<file path="src/rtl/flash_cmd_pkg.sv">
// Shared command codes, read modes and engine states for the flash
// command controller. Assumes command bytes occupy data bits [7:0].
package flash_cmd_pkg;

    typedef enum logic [1:0] {
        RD_ARRAY,
        RD_IDENT,
        RD_STATUS
    } rd_mode_e;

    typedef enum logic [1:0] {
        EN_IDLE,
        EN_PROG_SETUP,
        EN_ERASE_SETUP,
        EN_BUSY
    } eng_state_e;

    localparam logic [7:0] OPC_READ_ARRAY    = 8'hFF;
    localparam logic [7:0] OPC_READ_IDENT    = 8'h90;
    localparam logic [7:0] OPC_READ_STATUS   = 8'h70;
    localparam logic [7:0] OPC_CLR_STATUS    = 8'h50;
    localparam logic [7:0] OPC_PROG_SETUP    = 8'h40;
    localparam logic [7:0] OPC_ERASE_SETUP   = 8'h20;
    localparam logic [7:0] OPC_ERASE_CONFIRM = 8'hD0;

    // Number of low-index blocks that write-protect can lock.
    localparam int LOCKABLE_BLKS = 2;

endpackage

</file>
<file path="src/rtl/fcc_strobe_edge.sv">
// Detects a committed bus write: a rising edge of we_n seen on clk while
// chip enable was low through the low phase and at the rising edge.
// Assumes strobes are already synchronous to clk and every low phase of
// we_n lasts at least one clock.
module fcc_strobe_edge (
    input  logic clk,
    input  logic rst_n,
    input  logic ce_n,
    input  logic we_n,
    output logic wr_evt
);

    logic we_q;
    logic ce_q;

    // Keep last sampled strobe levels for edge detection.
    always_ff @(posedge clk) begin
        if (!rst_n) begin
            we_q <= 1'b1;
            ce_q <= 1'b1;
        end else begin
            we_q <= we_n;
            ce_q <= ce_n;
        end
    end

    // Write commits on the low-to-high transition of we_n under chip enable.
    always_comb begin
        wr_evt = !we_q && we_n && !ce_q && !ce_n;
    end

endmodule

</file>
<file path="src/rtl/fcc_cmd_engine.sv">
// Command decoder, lock check, busy timer and status bits. Latches the
// target address and data on the confirming write and pulses fire on the
// final busy clock so the array commits the operation. Assumes DW >= 8
// and BUSY_CYC >= 1.
module fcc_cmd_engine
    import flash_cmd_pkg::*;
#(
    parameter int AW       = 5,
    parameter int DW       = 8,
    parameter int WW       = 2,
    parameter int BUSY_CYC = 8
) (
    input  logic          clk,
    input  logic          rst_n,
    input  logic          rp_n,
    input  logic          wp_n,
    input  logic          wr_evt,
    input  logic [AW-1:0] addr,
    input  logic [DW-1:0] dq_in,
    output rd_mode_e      rd_mode,
    output logic [7:0]    status,
    output logic          fire,
    output logic          fire_erase,
    output logic [AW-1:0] op_addr,
    output logic [DW-1:0] op_data
);

    localparam int BW = AW - WW;
    localparam int CW = $clog2(BUSY_CYC) + 1;
    localparam logic [CW-1:0] BUSY_LOAD = CW'(BUSY_CYC - 1);

    eng_state_e    state;
    logic [CW-1:0] cnt;
    logic          sr_prog, sr_erase, sr_lock;
    logic          op_erase;
    logic [7:0]    cmd;
    logic [BW-1:0] tgt_blk;
    logic          blk_locked;

    // Decode the byte and target block of the current bus write.
    always_comb begin
        cmd        = dq_in[7:0];
        tgt_blk    = addr[AW-1:WW];
        blk_locked = !wp_n && (tgt_blk < BW'(LOCKABLE_BLKS));
    end

    // Command sequencing, busy timing and sticky status bits.
    always_ff @(posedge clk) begin
        if (!rst_n) begin
            state    <= EN_IDLE;
            rd_mode  <= RD_ARRAY;
            cnt      <= '0;
            sr_prog  <= 1'b0;
            sr_erase <= 1'b0;
            sr_lock  <= 1'b0;
            op_erase <= 1'b0;
            op_addr  <= '0;
            op_data  <= '0;
        end else if (!rp_n) begin
            state    <= EN_IDLE;
            rd_mode  <= RD_ARRAY;
            cnt      <= '0;
            sr_prog  <= 1'b0;
            sr_erase <= 1'b0;
            sr_lock  <= 1'b0;
        end else begin
            case (state)
                EN_IDLE: begin
                    if (wr_evt) begin
                        case (cmd)
                            OPC_READ_ARRAY:  rd_mode <= RD_ARRAY;
                            OPC_READ_IDENT:  rd_mode <= RD_IDENT;
                            OPC_READ_STATUS: rd_mode <= RD_STATUS;
                            OPC_CLR_STATUS: begin
                                sr_prog  <= 1'b0;
                                sr_erase <= 1'b0;
                                sr_lock  <= 1'b0;
                            end
                            OPC_PROG_SETUP: begin
                                state   <= EN_PROG_SETUP;
                                rd_mode <= RD_STATUS;
                            end
                            OPC_ERASE_SETUP: begin
                                state   <= EN_ERASE_SETUP;
                                rd_mode <= RD_STATUS;
                            end
                            default: ;
                        endcase
                    end
                end
                EN_PROG_SETUP: begin
                    if (wr_evt) begin
                        op_addr  <= addr;
                        op_data  <= dq_in;
                        op_erase <= 1'b0;
                        if (blk_locked) begin
                            sr_lock <= 1'b1;
                            sr_prog <= 1'b1;
                            state   <= EN_IDLE;
                        end else begin
                            cnt   <= BUSY_LOAD;
                            state <= EN_BUSY;
                        end
                    end
                end
                EN_ERASE_SETUP: begin
                    if (wr_evt) begin
                        if (cmd == OPC_ERASE_CONFIRM) begin
                            op_addr  <= addr;
                            op_erase <= 1'b1;
                            if (blk_locked) begin
                                sr_lock  <= 1'b1;
                                sr_erase <= 1'b1;
                                state    <= EN_IDLE;
                            end else begin
                                cnt   <= BUSY_LOAD;
                                state <= EN_BUSY;
                            end
                        end else begin
                            sr_prog  <= 1'b1;
                            sr_erase <= 1'b1;
                            state    <= EN_IDLE;
                        end
                    end
                end
                EN_BUSY: begin
                    if (cnt == '0) begin
                        state <= EN_IDLE;
                    end else begin
                        cnt <= cnt - 1'b1;
                    end
                end
                default: state <= EN_IDLE;
            endcase
        end
    end

    // Commit strobe to the array and assembled status byte.
    always_comb begin
        fire       = (state == EN_BUSY) && (cnt == '0) && rp_n;
        fire_erase = op_erase;
        status     = {state != EN_BUSY, 1'b0, sr_erase, sr_prog,
                      2'b00, sr_lock, 1'b0};
    end

    // the busy timer steps down by one each clock until it expires.
    a_r7_busy_steps: assert property (@(posedge clk) disable iff (!rst_n)
        (state == EN_BUSY && cnt != '0 && rp_n)
        |=> (state == EN_BUSY && cnt == $past(cnt) - 1'b1));

    // a program aimed at a locked block is refused without a busy period.
    a_r8_locked_refused: assert property (@(posedge clk) disable iff (!rst_n)
        (state == EN_PROG_SETUP && wr_evt && blk_locked && rp_n)
        |=> (state == EN_IDLE && sr_lock && sr_prog));

    // the program-fail bit survives anything but a clear command.
    a_r9_err_sticky: assert property (@(posedge clk) disable iff (!rst_n)
        (sr_prog && rp_n
         && !(state == EN_IDLE && wr_evt && cmd == OPC_CLR_STATUS))
        |=> sr_prog);

    // a low reset pin abandons any sequence and restores array read.
    a_r10_rp_aborts: assert property (@(posedge clk) disable iff (!rst_n)
        !rp_n |=> (state == EN_IDLE && rd_mode == RD_ARRAY));

endmodule

</file>
<file path="src/rtl/fcc_word_array.sv">
// Register array standing in for the flash cells. On fire it ANDs the
// latched data into one word (program) or sets every word of the latched
// block to ones (erase). Assumes WORDS is a multiple of 2**WW.
module fcc_word_array #(
    parameter int AW    = 5,
    parameter int DW    = 8,
    parameter int WW    = 2,
    parameter int WORDS = 32
) (
    input  logic          clk,
    input  logic          rst_n,
    input  logic          fire,
    input  logic          fire_erase,
    input  logic [AW-1:0] op_addr,
    input  logic [DW-1:0] op_data,
    input  logic [AW-1:0] rd_addr,
    output logic [DW-1:0] rd_word
);

    logic [DW-1:0]    mem [WORDS];
    logic [WORDS-1:0] erase_hit;
    logic [WORDS-1:0] prog_hit;

    // Per-word decode of which words the pending operation touches.
    for (genvar w = 0; w < WORDS; w++) begin : g_hit
        localparam logic [AW-1:0] W_IDX = AW'(w);
        assign erase_hit[w] = fire && fire_erase
                              && ((op_addr >> WW) == (W_IDX >> WW));
        assign prog_hit[w]  = fire && !fire_erase && (op_addr == W_IDX);
    end

    // Apply erase or program to the selected words.
    always_ff @(posedge clk) begin
        for (int i = 0; i < WORDS; i++) begin
            if (!rst_n || erase_hit[i]) begin
                mem[i] <= '1;
            end else if (prog_hit[i]) begin
                mem[i] <= mem[i] & op_data;
            end
        end
    end

    // Asynchronous read port; addresses past the map read as erased.
    always_comb begin
        rd_word = (int'(rd_addr) < WORDS) ? mem[rd_addr] : '1;
    end

    // a program never turns a 0 bit back into a 1.
    a_r4_prog_clears_only: assert property (@(posedge clk) disable iff (!rst_n)
        (fire && !fire_erase)
        |=> ((mem[$past(op_addr)] & ~$past(mem[op_addr])) == '0));

endmodule

</file>
<file path="src/rtl/flash_cmd_ctrl.sv">
// Top of the flash command controller: write-edge detection, command
// engine, stand-in array and the read-data mux with bus direction control.
// Assumes all strobes are synchronous to clk; reads are combinational.
module flash_cmd_ctrl
    import flash_cmd_pkg::*;
#(
    parameter int            DW        = 8,
    parameter int            BLK_WORDS = 4,
    parameter int            NUM_PARAM = 4,
    parameter int            NUM_MAIN  = 4,
    parameter int            BUSY_CYC  = 8,
    parameter logic [DW-1:0] MFR_CODE  = DW'(8'hA5),
    parameter logic [DW-1:0] DEV_CODE  = DW'(8'h3C),
    parameter int            ADDR_W    = $clog2((NUM_PARAM + NUM_MAIN) * BLK_WORDS)
) (
    input  logic              clk,
    input  logic              rst_n,
    input  logic              rp_n,
    input  logic              wp_n,
    input  logic              ce_n,
    input  logic              we_n,
    input  logic              oe_n,
    input  logic [ADDR_W-1:0] addr,
    input  logic [DW-1:0]     dq_in,
    output logic [DW-1:0]     dq_out,
    output logic              dq_oe
);

    localparam int WORDS = (NUM_PARAM + NUM_MAIN) * BLK_WORDS;
    localparam int WW    = $clog2(BLK_WORDS);

    logic              wr_evt;
    rd_mode_e          rd_mode;
    logic [7:0]        status;
    logic              fire;
    logic              fire_erase;
    logic [ADDR_W-1:0] op_addr;
    logic [DW-1:0]     op_data;
    logic [DW-1:0]     rd_word;
    logic [DW-1:0]     rd_val;

    fcc_strobe_edge u_edge (
        .clk    (clk),
        .rst_n  (rst_n),
        .ce_n   (ce_n),
        .we_n   (we_n),
        .wr_evt (wr_evt)
    );

    fcc_cmd_engine #(
        .AW       (ADDR_W),
        .DW       (DW),
        .WW       (WW),
        .BUSY_CYC (BUSY_CYC)
    ) u_engine (
        .clk        (clk),
        .rst_n      (rst_n),
        .rp_n       (rp_n),
        .wp_n       (wp_n),
        .wr_evt     (wr_evt && rp_n),
        .addr       (addr),
        .dq_in      (dq_in),
        .rd_mode    (rd_mode),
        .status     (status),
        .fire       (fire),
        .fire_erase (fire_erase),
        .op_addr    (op_addr),
        .op_data    (op_data)
    );

    fcc_word_array #(
        .AW    (ADDR_W),
        .DW    (DW),
        .WW    (WW),
        .WORDS (WORDS)
    ) u_array (
        .clk        (clk),
        .rst_n      (rst_n),
        .fire       (fire),
        .fire_erase (fire_erase),
        .op_addr    (op_addr),
        .op_data    (op_data),
        .rd_addr    (addr),
        .rd_word    (rd_word)
    );

    // Pick the read source from the current mode.
    always_comb begin
        case (rd_mode)
            RD_IDENT:  rd_val = addr[0] ? DEV_CODE : MFR_CODE;
            RD_STATUS: rd_val = DW'(status);
            default:   rd_val = rd_word;
        endcase
    end

    // Drive the bus only during an enabled read outside reset.
    always_comb begin
        dq_oe  = rp_n && !ce_n && !oe_n;
        dq_out = dq_oe ? rd_val : '0;
    end

endmodule

</file>
<file path="config.mk">
export PLATFORM = sky130hd
export DESIGN_NAME = flash_cmd_ctrl
export DESIGN_NICKNAME = d
export VERILOG_FILES = /design/src/rtl/flash_cmd_pkg.sv /design/src/rtl/fcc_strobe_edge.sv /design/src/rtl/fcc_cmd_engine.sv /design/src/rtl/fcc_word_array.sv /design/src/rtl/flash_cmd_ctrl.sv
export SDC_FILE = /design/constraint.sdc
export NUM_CORES = 1
export LEC_CHECK = 0
export ABC_CLOCK_PERIOD_IN_PS = 3200
export CORE_ASPECT_RATIO = 0.7
export CORE_MARGIN = 2
export CORE_UTILIZATION = 60
export DETAILED_ROUTE_END_ITERATION = 10
export DONT_BUFFER_PORTS = 1
export PLACE_DENSITY = 0.83
export SKIP_CTS_REPAIR_TIMING = 1
export SYNTH_ARGS = -nofsm -noshare
export SYNTH_HDL_FRONTEND = slang
export SYNTH_SLANG_ARGS = --single-unit
</file>
<file path="constraint.sdc">
create_clock -name clk -period 3.2 [get_ports clk]
set_input_delay 0.32 -clock clk [delete_from_list [all_inputs] [get_ports clk]]
set_output_delay 0.32 -clock clk [all_outputs]
set_load 0.05 [all_outputs]
</file>
==> run summary <==
drt first pass iters: 6
drt first-iter violations: 1537
Fin Hold WS: 11.9 ps
P_leak: 4.71 nW
hold wc startpoint: addr[1]
Max FO, Critical Path: 11
sequential-to-total area share from yosys stat: 57.6%
number of enable flip-flop cells after synthesis: 256
R2R Setup Slk: 240 ps
nets: 1235
Ports: 29
Tightest Pin Transition: 1130 ps
Reg clk slew, reported paths: 60 ps
RR Startpoint: u_engine.state[1]$_SDFFE_PN0P_
placed inst area: 0.0147 sq mm
Max Slew Vio Count: 0
drt total wl: 38.2 mm
mapped cell area: 0.0143 sq mm
FF-to-FF End: u_array.mem[27][2]$_SDFFCE_PN1P_
CTS tree: built
ranking of synthesized cells by area: edfxtp_1 (54%), mux4_2 (10%), nand2_1 (9.8%)
Core Footprint: 0.0235 sq mm
Netlist cell types: 71
Worst path max stage delay: 650 ps
Synth Register Bits: 283
design area: 0.0157 sq mm
Final ANT Viol Nets: 0
Overflow after GRT: 0
worst vdd ir: 475 uV
Reg2Reg Depth: 6
CP Capture Type: primary output
met3 WL: 6.44 mm
Avg Synthesized Cell Area: 12.0 sq um
Post-synth ARST share: 0%
layout cell share with drive strength beyond 1: 15.7%
first-pass GRT wire length: 58.2 mm
RSZ-0062 raised after global routing: false
drt drc: 0
Worst Hold Depth: 2
Layout area overhead: 10.2%
clock root buffer: clkbuf_16
Clk Latency, worst-skew pair: 540 ps
Synth top area share: 53.8%
fmax: 322 MHz
Worst Path Buf+Inv: 2
Worst Skew: 18.4 ps
setup violators final: 0
minimum clock period: 3100 ps
Synth Flop Type: edfxtp_1
setup TNS: 0 ps
met2 WL post-DR: 15.8 mm
most common cell after layout, fill and taps aside: nand2_1
Vias: 10400
final hold violations: 0
CP max stage cell: or4b_2
Syn Nets: 1220
DP HPWL: 25.5 mm
initial core utilization: 60.7%
met1 WL: 15.0 mm
initial antenna violation count: 2
largest net degree at the start of global routing: 67
highest metal used: met4
WS Path Type: register to primary output
Max-Cap Viols: 0
family with the most delay on the worst path: simple AND/OR/NAND/NOR gates
Tcrit/Tclk final: 97.0%
Critical Path RT: 2880 ps
Cells after Synth: 1191
TritonCTS Buffers: 27
clock tree sinks: 283
die width: 188 microns
status: complete, no violations
CTS H-Tree Depth: 1
Power, Total: 0.00790 W
Min-Delay Path Class: primary input to register
critical-path cell list: inv_1 -> ha_1 -> nand2_2 -> a2111oi_0 -> or4b_2 -> a21oi_1 -> buf_4
Synth Warn #: 0
vias in the first global route: 9710
Rel. slew slack: 23.8%
area leader, netlist: edfxtp_1
most frequent cells in the layout: nand2_1 (373), edfxtp_1 (256), a21o_1 (91)
row count: 47
Arrival @ worst endpoint: 2780 ps
PD cells: 502 mW/mm^2
WL/cell: 24.8 microns
drt via density: 6.73
CP startpoint kind: register
worst hold endpoint: u_engine.op_addr[1]$_SDFFE_PN0P_
die area: 0.0251 sq mm
buffers added on ports: 0
die height: 133 microns
GPL Wtd Cong: 0.940
Global Route Usage Sum: 30.6%
clk buf depth: 3
post-layout util: 66.9%
## power breakdown
group          switching (W)  internal (W)
Clock                0.00138       0.00195
Sequential         0.0000676       0.00412
Combinational       0.000207      0.000182
Total                0.00165       0.00625
## how the worst max path moves through the flow
stage                                           from                          endpoint  slack (ps)  cells past startpoint
detailed placement    u_engine.state[1]$_SDFFE_PN0P_  u_array.mem[18][5]$_SDFFCE_PN1P_         140                      6
finish              u_engine.rd_mode[0]$_SDFFE_PN0P_                         dq_out[3]         100                      7
global placement      u_engine.state[0]$_SDFFE_PN0P_  u_array.mem[18][3]$_SDFFCE_PN1P_         350                      6
floorplan                                       rp_n                         dq_out[3]         270                      4
CTS                 u_engine.rd_mode[0]$_SDFFE_PN0P_                         dq_out[3]          30                      7
global route        u_engine.rd_mode[0]$_SDFFE_PN0P_                         dq_out[3]           3                      7
## cell families after synthesis
logic type                 Yosys count  synth area share (%)
muxes                               88                  11.9
AOI/OAI and AO/OA                  209                  10.1
and+or+nand+nor                    513                  16.6
DFF                                283                  57.6
adders and majority gates            9                 0.788
xor gates and xnor gates             1                0.0613
buffers and inverters               88                  2.93
## metal layers
metal / up-vias / global-route usage, %
met5: - / 0
met4: 0 / 7.64
met3: 79 / 11.8
met2: 827 / 42.4
met1: 5057 / 45.7
li1: 4427 / -
## worst reg2reg max path, stage by stage, from the launching register on
cell and delay (ps):
dfxtp_1 420, ha_1 350, nand4bb_1 300, or3_1 430, nor2_2 160, nand2_1 120
o21ai_0 820
## registers in the layout, summed over array words and instances (netlist names), 2 cells and up
signal and flops:
u_engine.op_data 8, u_engine.state 2, u_engine.rd_mode 2, u_engine.cnt 4, u_engine.op_addr 5, u_array.mem 256
## cells in the mapped netlist, types with 6 or more instances
| library cell | n |
|---|---|
| a21boi_0 | 13 |
| a21o_1 | 91 |
| a21oi_1 | 11 |
| buf_2 | 14 |
| clkbuf_1 | 46 |
| dfxtp_1 | 27 |
| edfxtp_1 | 256 |
| ha_1 | 9 |
| inv_1 | 10 |
| mux2_2 | 6 |
| mux2i_1 | 17 |
| mux4_2 | 65 |
| nand2_1 | 374 |
| nand2b_1 | 9 |
| nand3_1 | 33 |
| nor2_1 | 25 |
| nor2b_1 | 11 |
| nor4_4 | 7 |
| o21a_1 | 9 |
| o21ai_0 | 48 |
## area by class of cell
type | instances | area [sq um]
clock buffer | 30 | 687
inverter | 11 | 41.3
tap | 318 | 398
multi-input combinational | 820 | 5660
clock inverter | 17 | 218
timing repair buffer | 63 | 515
sequential | 283 | 8230
fill | 1668 | 7780
antenna | 1 | 2.50
## through the flow
step | worst slack (ps) | cells
after floorplan | 267 | 1191
after global placement | 345 | 1481
after detailed placement | 139 | 1481
after CTS | 33.1 | 1528
after global routing | 3.21 | 1542
final | 95.4 | 1543
Note: power is estimated with default switching activity, not from simulation.
